### src/rtl/stop_seq_pkg.sv
package stop_seq_pkg;

    typedef enum logic [2:0] {
        SQ_IDLE,
        SQ_GRAB,
        SQ_WAIT_SCL,
        SQ_SETUP,
        SQ_LET_SDA
    } sq_state_e;

    typedef struct packed {
        sq_state_e state;
        logic      fast;
        logic      done;
    } sq_regs_t;

    // Round-up conversion of a duration in ns to clock cycles, minimum 1.
    function automatic int ns_to_cycles(input int unsigned khz, input int unsigned ns);
        longint prod;
        longint cyc;
        prod = longint'(khz) * longint'(ns);
        cyc  = (prod + 64'd999_999) / 64'd1_000_000;
        return (cyc < 1) ? 1 : int'(cyc);
    endfunction

endpackage

### src/rtl/stop_line_sync.sv
module stop_line_sync #(
    parameter int NUM    = 2,
    parameter int STAGES = 2
) (
    input  logic           clk,
    input  logic           rst_n,
    input  logic [NUM-1:0] lines_i,
    output logic [NUM-1:0] lines_o
);

    genvar g;
    generate
        for (g = 0; g < NUM; g++) begin : g_line
            logic [STAGES-1:0] pipe_d;
            logic [STAGES-1:0] pipe_q;

            always_comb begin
                pipe_d = {pipe_q[STAGES-2:0], lines_i[g]};
            end

            always_ff @(posedge clk or negedge rst_n) begin
                if (!rst_n) begin
                    pipe_q <= '1;
                end else begin
                    pipe_q <= pipe_d;
                end
            end

            assign lines_o[g] = pipe_q[STAGES-1];
        end
    endgenerate

endmodule

### src/rtl/stop_setup_timer.sv
module stop_setup_timer #(
    parameter int STD_CYC  = 1000,
    parameter int FAST_CYC = 150,
    parameter int CNT_W    = 10
) (
    input  logic clk,
    input  logic rst_n,
    input  logic run_i,
    input  logic fast_i,
    output logic last_o
);

    localparam logic [CNT_W-1:0] STD_LAST  = CNT_W'(STD_CYC - 1);
    localparam logic [CNT_W-1:0] FAST_LAST = CNT_W'(FAST_CYC - 1);
    localparam logic [CNT_W-1:0] ONE       = CNT_W'(1);

    logic [CNT_W-1:0] cnt_d;
    logic [CNT_W-1:0] cnt_q;
    logic [CNT_W-1:0] limit;

    always_comb begin
        limit  = fast_i ? FAST_LAST : STD_LAST;
        cnt_d  = run_i ? (cnt_q + ONE) : '0;
        last_o = run_i && (cnt_q == limit);
    end

    always_ff @(posedge clk or negedge rst_n) begin
        if (!rst_n) begin
            cnt_q <= '0;
        end else begin
            cnt_q <= cnt_d;
        end
    end

endmodule

### src/rtl/i2c_stop_seq.sv
module i2c_stop_seq
    import stop_seq_pkg::*;
#(
    parameter int unsigned CLK_FREQ_KHZ  = 250000,
    parameter int unsigned STD_SETUP_NS  = 4000,
    parameter int unsigned FAST_SETUP_NS = 600
) (
    input  logic clk,
    input  logic rst_n,
    input  logic stop_req,
    input  logic fast_mode,
    input  logic scl_in,
    input  logic sda_in,
    output logic scl_drive_low,
    output logic sda_drive_low,
    output logic wait_released,
    output logic done
);

    localparam int STD_CYC  = ns_to_cycles(CLK_FREQ_KHZ, STD_SETUP_NS);
    localparam int FAST_CYC = ns_to_cycles(CLK_FREQ_KHZ, FAST_SETUP_NS);
    localparam int MAX_CYC  = (STD_CYC > FAST_CYC) ? STD_CYC : FAST_CYC;
    localparam int CNT_W    = (MAX_CYC < 2) ? 1 : $clog2(MAX_CYC + 1);

    logic [1:0] lines_s;
    logic       scl_s;
    logic       sda_s;
    logic       tmr_last;

    sq_regs_t r_d;
    sq_regs_t r_q;

    stop_line_sync #(
        .NUM    (2),
        .STAGES (2)
    ) u_sync (
        .clk     (clk),
        .rst_n   (rst_n),
        .lines_i ({sda_in, scl_in}),
        .lines_o (lines_s)
    );

    assign scl_s = lines_s[0];
    assign sda_s = lines_s[1];

    stop_setup_timer #(
        .STD_CYC  (STD_CYC),
        .FAST_CYC (FAST_CYC),
        .CNT_W    (CNT_W)
    ) u_timer (
        .clk    (clk),
        .rst_n  (rst_n),
        .run_i  ((r_q.state == SQ_SETUP) && scl_s),
        .fast_i (r_q.fast),
        .last_o (tmr_last)
    );

    always_comb begin
        r_d      = r_q;
        r_d.done = 1'b0;
        case (r_q.state)
            SQ_IDLE: begin
                if (stop_req) begin
                    r_d.state = SQ_GRAB;
                    r_d.fast  = fast_mode;
                end
            end
            SQ_GRAB: begin
                r_d.state = SQ_WAIT_SCL;
            end
            SQ_WAIT_SCL: begin
                if (scl_s) begin
                    r_d.state = SQ_SETUP;
                end
            end
            SQ_SETUP: begin
                if (!scl_s) begin
                    r_d.state = SQ_WAIT_SCL;
                end else if (tmr_last) begin
                    r_d.state = SQ_LET_SDA;
                end
            end
            SQ_LET_SDA: begin
                if (sda_s) begin
                    r_d.state = SQ_IDLE;
                    r_d.done  = 1'b1;
                end
            end
            default: begin
                r_d.state = SQ_IDLE;
            end
        endcase
    end

    always_ff @(posedge clk or negedge rst_n) begin
        if (!rst_n) begin
            r_q <= '{state: SQ_IDLE, fast: 1'b0, done: 1'b0};
        end else begin
            r_q <= r_d;
        end
    end

    assign scl_drive_low = (r_q.state == SQ_GRAB);
    assign sda_drive_low = (r_q.state == SQ_GRAB) || (r_q.state == SQ_WAIT_SCL) ||
                           (r_q.state == SQ_SETUP);
    assign wait_released = (r_q.state == SQ_WAIT_SCL) || (r_q.state == SQ_SETUP) ||
                           (r_q.state == SQ_LET_SDA);
    assign done          = r_q.done;

endmodule

### config.mk
export PLATFORM = sky130hd
export DESIGN_NAME = i2c_stop_seq
export DESIGN_NICKNAME = d
export VERILOG_FILES = /design/src/rtl/stop_seq_pkg.sv /design/src/rtl/stop_line_sync.sv /design/src/rtl/stop_setup_timer.sv /design/src/rtl/i2c_stop_seq.sv
export SDC_FILE = /design/constraint.sdc
export NUM_CORES = 1
export LEC_CHECK = 0
export BUFFER_PORTS_ARGS = -buffer_cell sky130_fd_sc_hd__clkbuf_2
export CAP_MARGIN = 20
export CORE_ASPECT_RATIO = 1.2
export CORE_MARGIN = 4
export CORE_UTILIZATION = 39
export DETAILED_ROUTE_END_ITERATION = 8
export HOLD_SLACK_MARGIN = 0.06
export PLACE_DENSITY_LB_ADDON = 0.2
export SLEW_MARGIN = 5
export SYNTH_ARGS = -nofsm -noshare
export SYNTH_HDL_FRONTEND = slang
export SYNTH_HIERARCHICAL = 1
export SYNTH_SLANG_ARGS = --single-unit
### constraint.sdc
create_clock -name clk -period 4 [get_ports clk]
set_clock_uncertainty 0.2 [all_clocks]
set_input_delay 0.8 -clock clk [delete_from_list [all_inputs] [get_ports clk]]
set_output_delay 0.8 -clock clk [all_outputs]
set_load 0.005 [all_outputs]
# Word-level counts from Yosys, hierarchy flattened
# Index checks and enable logic that the tools add are counted.
[totals]
register_bits = 19
in_bits = 6
output_inout_bits = 4
wordCells = 35
[op_classes]
n_addsub = 1
eq_ne = 9
n_mux = 10
n_reduce_logical = 9
[ops]
columns = ["operator", "n"]
rows = [
  ["10-bit 2-to-1 mux", 2],
  ["3-bit case mux with 5 select lines", 1],
  ["3-bit 2-to-1 mux", 4],
  ["10-bit by 1-bit adder with 10-bit output, second input constant", 1],
  ["10-bit equality test", 1],
  ["3-bit by 2-bit equality test with 1-bit output, second input constant", 2],
  ["1-bit logical OR", 4],
  ["4-bit 2-to-1 mux", 1],
  ["2-bit by 1-bit != test with 1-bit output, second input constant", 2],
  ["4-bit AND reduction", 1],
  ["3-bit by 1-bit equality test with 1-bit output, second input constant", 1],
  ["3-bit equality test, second input constant", 1],
  ["3-bit logical NOT", 1],
  ["3-bit != test, second input constant", 1],
  ["1-bit logical AND", 2],
  ["1-bit 2-to-1 mux", 2],
  ["2-bit != test, second input constant", 1],
  ["2-bit AND reduction", 1],
]

# Depth between registers and ports, before layout
[depth]
depth_word = 6
depth_mapped = 7
ltp_nobuf = 6

# Modules after synthesis
# The synthesis kept the hierarchy.
[modules_own_cells]
columns = ["mod", "n_inst", "cells_each", "area_per_inst_um2"]
rows = [
  ["stop_setup_timer", 1, 49, 504.2],
  ["i2c_stop_seq", 1, 24, 250.2],
  ["stop_line_sync", 1, 6, 120.1],
]

# Worst setup path after synthesis
# Ideal clock, no wire load.
[synth_timing]
path_kind = "reg-to-reg"
startpoint = "reg u_timer.cnt_q[1]"
endpoint = "reg r_q[2] (netlist name)"
setup_time_ps = 125
arrival_ps = 1562
t_required_ps = 3675
setup_slack_ps = 2113
stages_incl_launch_ff = 7
period_less_slack_ps = 1887
cell_sequence = "dfrtp_1 -> nand4bb_1 -> or4_1 -> a211oi_1 -> nand2_1 -> a31oi_1 -> nor2_1"
[synth_between]
elab_chain_cells = 4
[synth_rtl]
columns = ["item", "line_no", "rtl"]
rows = [
  ["start, declared", "stop_setup_timer.sv:18", "logic [CNT_W-1:0] cnt_q;"],
  ["start signal, assigned", "stop_setup_timer.sv:31", "cnt_q <= cnt_d;"],
  ["10-bit equality test", "stop_setup_timer.sv:24", "last_o = run_i && (cnt_q == limit);"],
  ["1-bit logical AND", "stop_setup_timer.sv:24", ""],
  ["via tmr_last", "i2c_stop_seq.sv:28", "logic tmr_last;"],
  ["3-bit != test (no line)", "--", ""],
  ["4-bit AND reduction (no line)", "--", ""],
  ["end signal, assigned", "i2c_stop_seq.sv:97", "r_q <= '{state: SQ_IDLE, fast: 1'b0, done: 1'b0};"],
  ["end signal, assigned", "i2c_stop_seq.sv:99", "r_q <= r_d;"],
  ["end, declared", "i2c_stop_seq.sv:31", "sq_regs_t r_q;"],
]
# The timed path passes the listed nets, and every way through them passes these cells.
# A chain may end at the register's enable or synchronous reset.

# Final worst setup path
[layout_timing]
startpoint = "reg r_q[3] (netlist name)"
endpoint = "out wait_released"
[layout_between]
elab_chain_cells = 3
elab_cells_between_ends = 5
classes_between = "eq/ne (3); reduce/logical (2)"
[layout_rtl]
columns = ["item", "line_no", "rtl"]
rows = [
  ["3-bit by 2-bit equality test with 1-bit output", "i2c_stop_seq.sv:106", "assign wait_released = (r_q.state == SQ_WAIT_SCL) || (r_q.state == SQ_SETUP) ||"],
  ["1-bit logical OR", "i2c_stop_seq.sv:106", ""],
  ["1-bit logical OR *", "i2c_stop_seq.sv:106", ""],
  ["end, declared", "i2c_stop_seq.sv:16", "output logic wait_released,"],
]
# Every way passes the cells marked *; elsewhere a longest branch is shown, timed or not.

==> impl_results.md <==
- Critical R2R Launch: u_timer/cnt_q[1]
- Root buf cell: clkbuf_4
- Slew @ Worst Pin: ~0.46 ns
- WS Path Type: flip-flop to primary output
- Clock sink total: 19
- Crit-path slowest cell: dfrtp_1
- Clock slew at reported path FFs: 0.10 ns
- Initial antenna violation count: 0
- First-pass GRT wire length: ~2.4 mm
- Worst hold path class: flip-flop to flip-flop
- Final instance area: about 960 sq um
- Final period util: 0.566
- Max incr delay on CP: 0.48 ns
- Clock buffer depth: 2
- Number of synthesized register bits: 19
- Sw Ratio: 0.224
- Arr. time, crit path: 1.27 ns
- Final Critical Period: between 2 and 2.5 ns
- Hold EP: u_sync/g_line[0].pipe_q[1]
- DP Wirelength: 1.04 mm
- Vias/cell: ~5.1
- Endpoint class of the critical path: primary output
- Die Y: ~60 microns
- Status: finished, final reports clean
- Post-route ant nets: 0
- Largest net degree at the start of global routing: 20
- Flop2flop setup slack: 1.99 ns
- Starting Density: 0.418
- Clock share of power: 0.306
- Area leader, netlist: dfrtp_1
- Share of the synthesized area in the top cell type: 0.429
- Syn avg cell area: 11.1 sq um
- Part of the power in registers: 0.656
- Hold Crit Start: u_sync/g_line[0].pipe_q[0]
- Port bufs: 9
- Yosys cell types: 30
- Post-synthesis mux area share: 0.0129
- Routed vias: 611
- Post-synthesis simple-gate area fraction: 0.265
- Critical path, cell by cell: nor2_1 -> nand2_1 -> o21ai_0 -> clkbuf_2
- Max Fclk: 0.441 GHz
- Max-slew violation count: 0
- Drt wl/cell: 12.1 microns
- DIE AREA: 3070 sq um
- Post-CTS Setup Inserts: 0
- Xor/xnor cell area share of the yosys netlist: 0.0300
- Max-cap check violation count: 0
- Setup_tns: 0 ns
- Most frequent cells in the layout: 15 x dfrtp_1, 9 x clkbuf_2, 7 x nor2_1, 7 x nand2_1, 5 x a21oi_1
- YS warnings: 6
- Adder-cell share of the synthesized area: 0.0143
- Core Region: 2090 sq um
- Vias in the first global route: about 580
- Final hold violation count: 0
- Nets: 97
- Cts-stage hold buffer count: 0
- Layout area overhead: 9.59%
- Worst EP required: 3.00 ns
- Commonest register cell after synthesis: dfrtp_1
- Depth of the most critical reg-to-reg path: 6
- I/O Pins: 10
- Hold depth: 0
- Die width: 51.2 microns
- Sequential share of the synthesized area: 0.549
- Placed cell area: 931 sq um
- Maximum VDD drop: 162 uV
- Top fanout value on the critical path: 8
- Complex-gate fraction of the synthesized area: 0.0901
- Int Power: 241 uW
- Unrepaired setup endpoints after global routing: false
- Final setup fails: 0
- Max transition margin: 0.695
- GRT Total Usage: 0.108
- Number of diodes: 0
- Share of cells above drive strength 1: 0.258
- Hold WS: 0.163 ns
- Synthesized area: 875 sq um
- GRT Residual Overflow: 0
- Switch Pwr: 69.3 uW
- Drt total wl: roughly 1.4 mm
- Syn nets: 86
- TritonCTS buffer count: 3
- Asr flop ratio synth: 1.00
- H-tree levels: 1
- Combinational share of power: 0.038
- Residual DRC count: 0
- FP Rows: 18
- Drt pass-1 iters: 4
- Iteration-0 DRC Markers: 11
- Post-synth EDFFs: 0
- Leakage: around 0.00038 uW
- Commonest non-fill, non-tap cell in the layout: dfrtp_1
- Largest family of logic cells by synthesized area: simple AND/OR/NAND/NOR gates
- Top area cells in the synthesized netlist: dfrtp_1 43%, dfstp_2 12%, nand2_1 3.0%
- P per Cell Area: around 320 nW/um^2
- Cells after Synth: 79
- CTS tree: built
- Final GP Congestion: a little over 0.7
- Resize count post-CTS: 0
- R2R Path End: r_q[2]
- CP startpoint kind: flip-flop
- Skew-Pair Late Insertion Delay: 0.30 ns
==> sequential cells by signal (all words and copies together) (netlist names) <==
| register | flops |
|---|---|
| done | 1 |
| r_q | 4 |
| u_sync/g_line.pipe_q | 4 |
| u_timer/cnt_q | 10 |
==> cells in the mapped netlist, drive strengths merged (2+ instances only) <==
cell / n
o31ai: 2
nand2: 7
nor2: 7
o21ai: 5
or4: 3
buf: 3
dfrtp: 15
or3: 3
nand3: 3
dfstp: 4
xor2: 2
nand4: 4
nor3b: 2
a21oi: 5
and2: 2
==> final cells by class <==
cell class	instances	area [sq um]
Inverter	2	7.51
Timing Repair Buffer	9	45.0
Fill cell	195	1140
Multi-Input combinational cell	55	360
Tap cell	30	37.5
Sequential cell	19	480
Clock inverter	1	5.00
Clock buffer	3	22.5
==> how the worst max path moves through the flow <==
stage | start | end | slack (ns) | cells past startpoint
after floorplan | u_timer/cnt_q[1] | r_q[2] | 2.11 | 6
after global placement | u_timer/cnt_q[1] | r_q[2] | 2.05 | 6
after detailed placement | u_timer/cnt_q[1] | r_q[3] | 2.01 | 5
after CTS | r_q[3] | wait_released | 1.71 | 4
after global routing | r_q[3] | wait_released | 1.57 | 4
final | r_q[3] | wait_released | 1.73 | 4
==> stage by stage <==
stage               power [uW]  std cells  utilization  setup WS [ns]
global route               324        119        0.458           1.57
CTS                        315        119        0.458           1.71
detailed placement         219        115        0.444           2.01
finish                     310        119        0.458           1.73
global placement           219        115        0.444           2.05
floorplan                  212         79            -           2.11
==> cells by family (layout without fill, tap and decap cells) <==
family | after synthesis | after routing
xor+xnor | 3 | 3
flops | 19 | 19
simple gates | 36 | 36
fa+ha+maj | 1 | 1
compound gates | 14 | 14
buf+inv | 5 | 15
mux | 1 | 1
==> power by group through the flow <==
stage | clock network (uW) | logic [uW] | registers (uW)
6_report | 94.9 | 11.7 | 203
5_1_grt | 106 | 13.8 | 204
4_1_cts | 99.1 | 12.3 | 203
3_5_place_dp | 0 | 12.0 | 207
3_3_place_gp | 0 | 12.1 | 207
2_1_floorplan | 0 | 6.68 | 205
==> per-layer routing <==
metal / vias to the layer above / GRT usage / routed length, microns
met5: - / 0 / 0
met4: 0 / 0.0787 / 47
met3: 5 / 0.0224 / 43
met2: 10 / 0.175 / 678
met1: 288 / 0.126 / 671
li1: 308 / - / -
==> worst max-delay path, delay by kind of cell, from the launching register on <==
| kind | cells | cell delay (ns) |
|---|---|---|
| and+or+nand+nor | 2 | 0.28 |
| buffers and inverters | 1 | 0.13 |
| AOI/OAI and AO/OA | 1 | 0.08 |
| DFF | 1 | 0.48 |
Power figures use the tool's default switching activity.
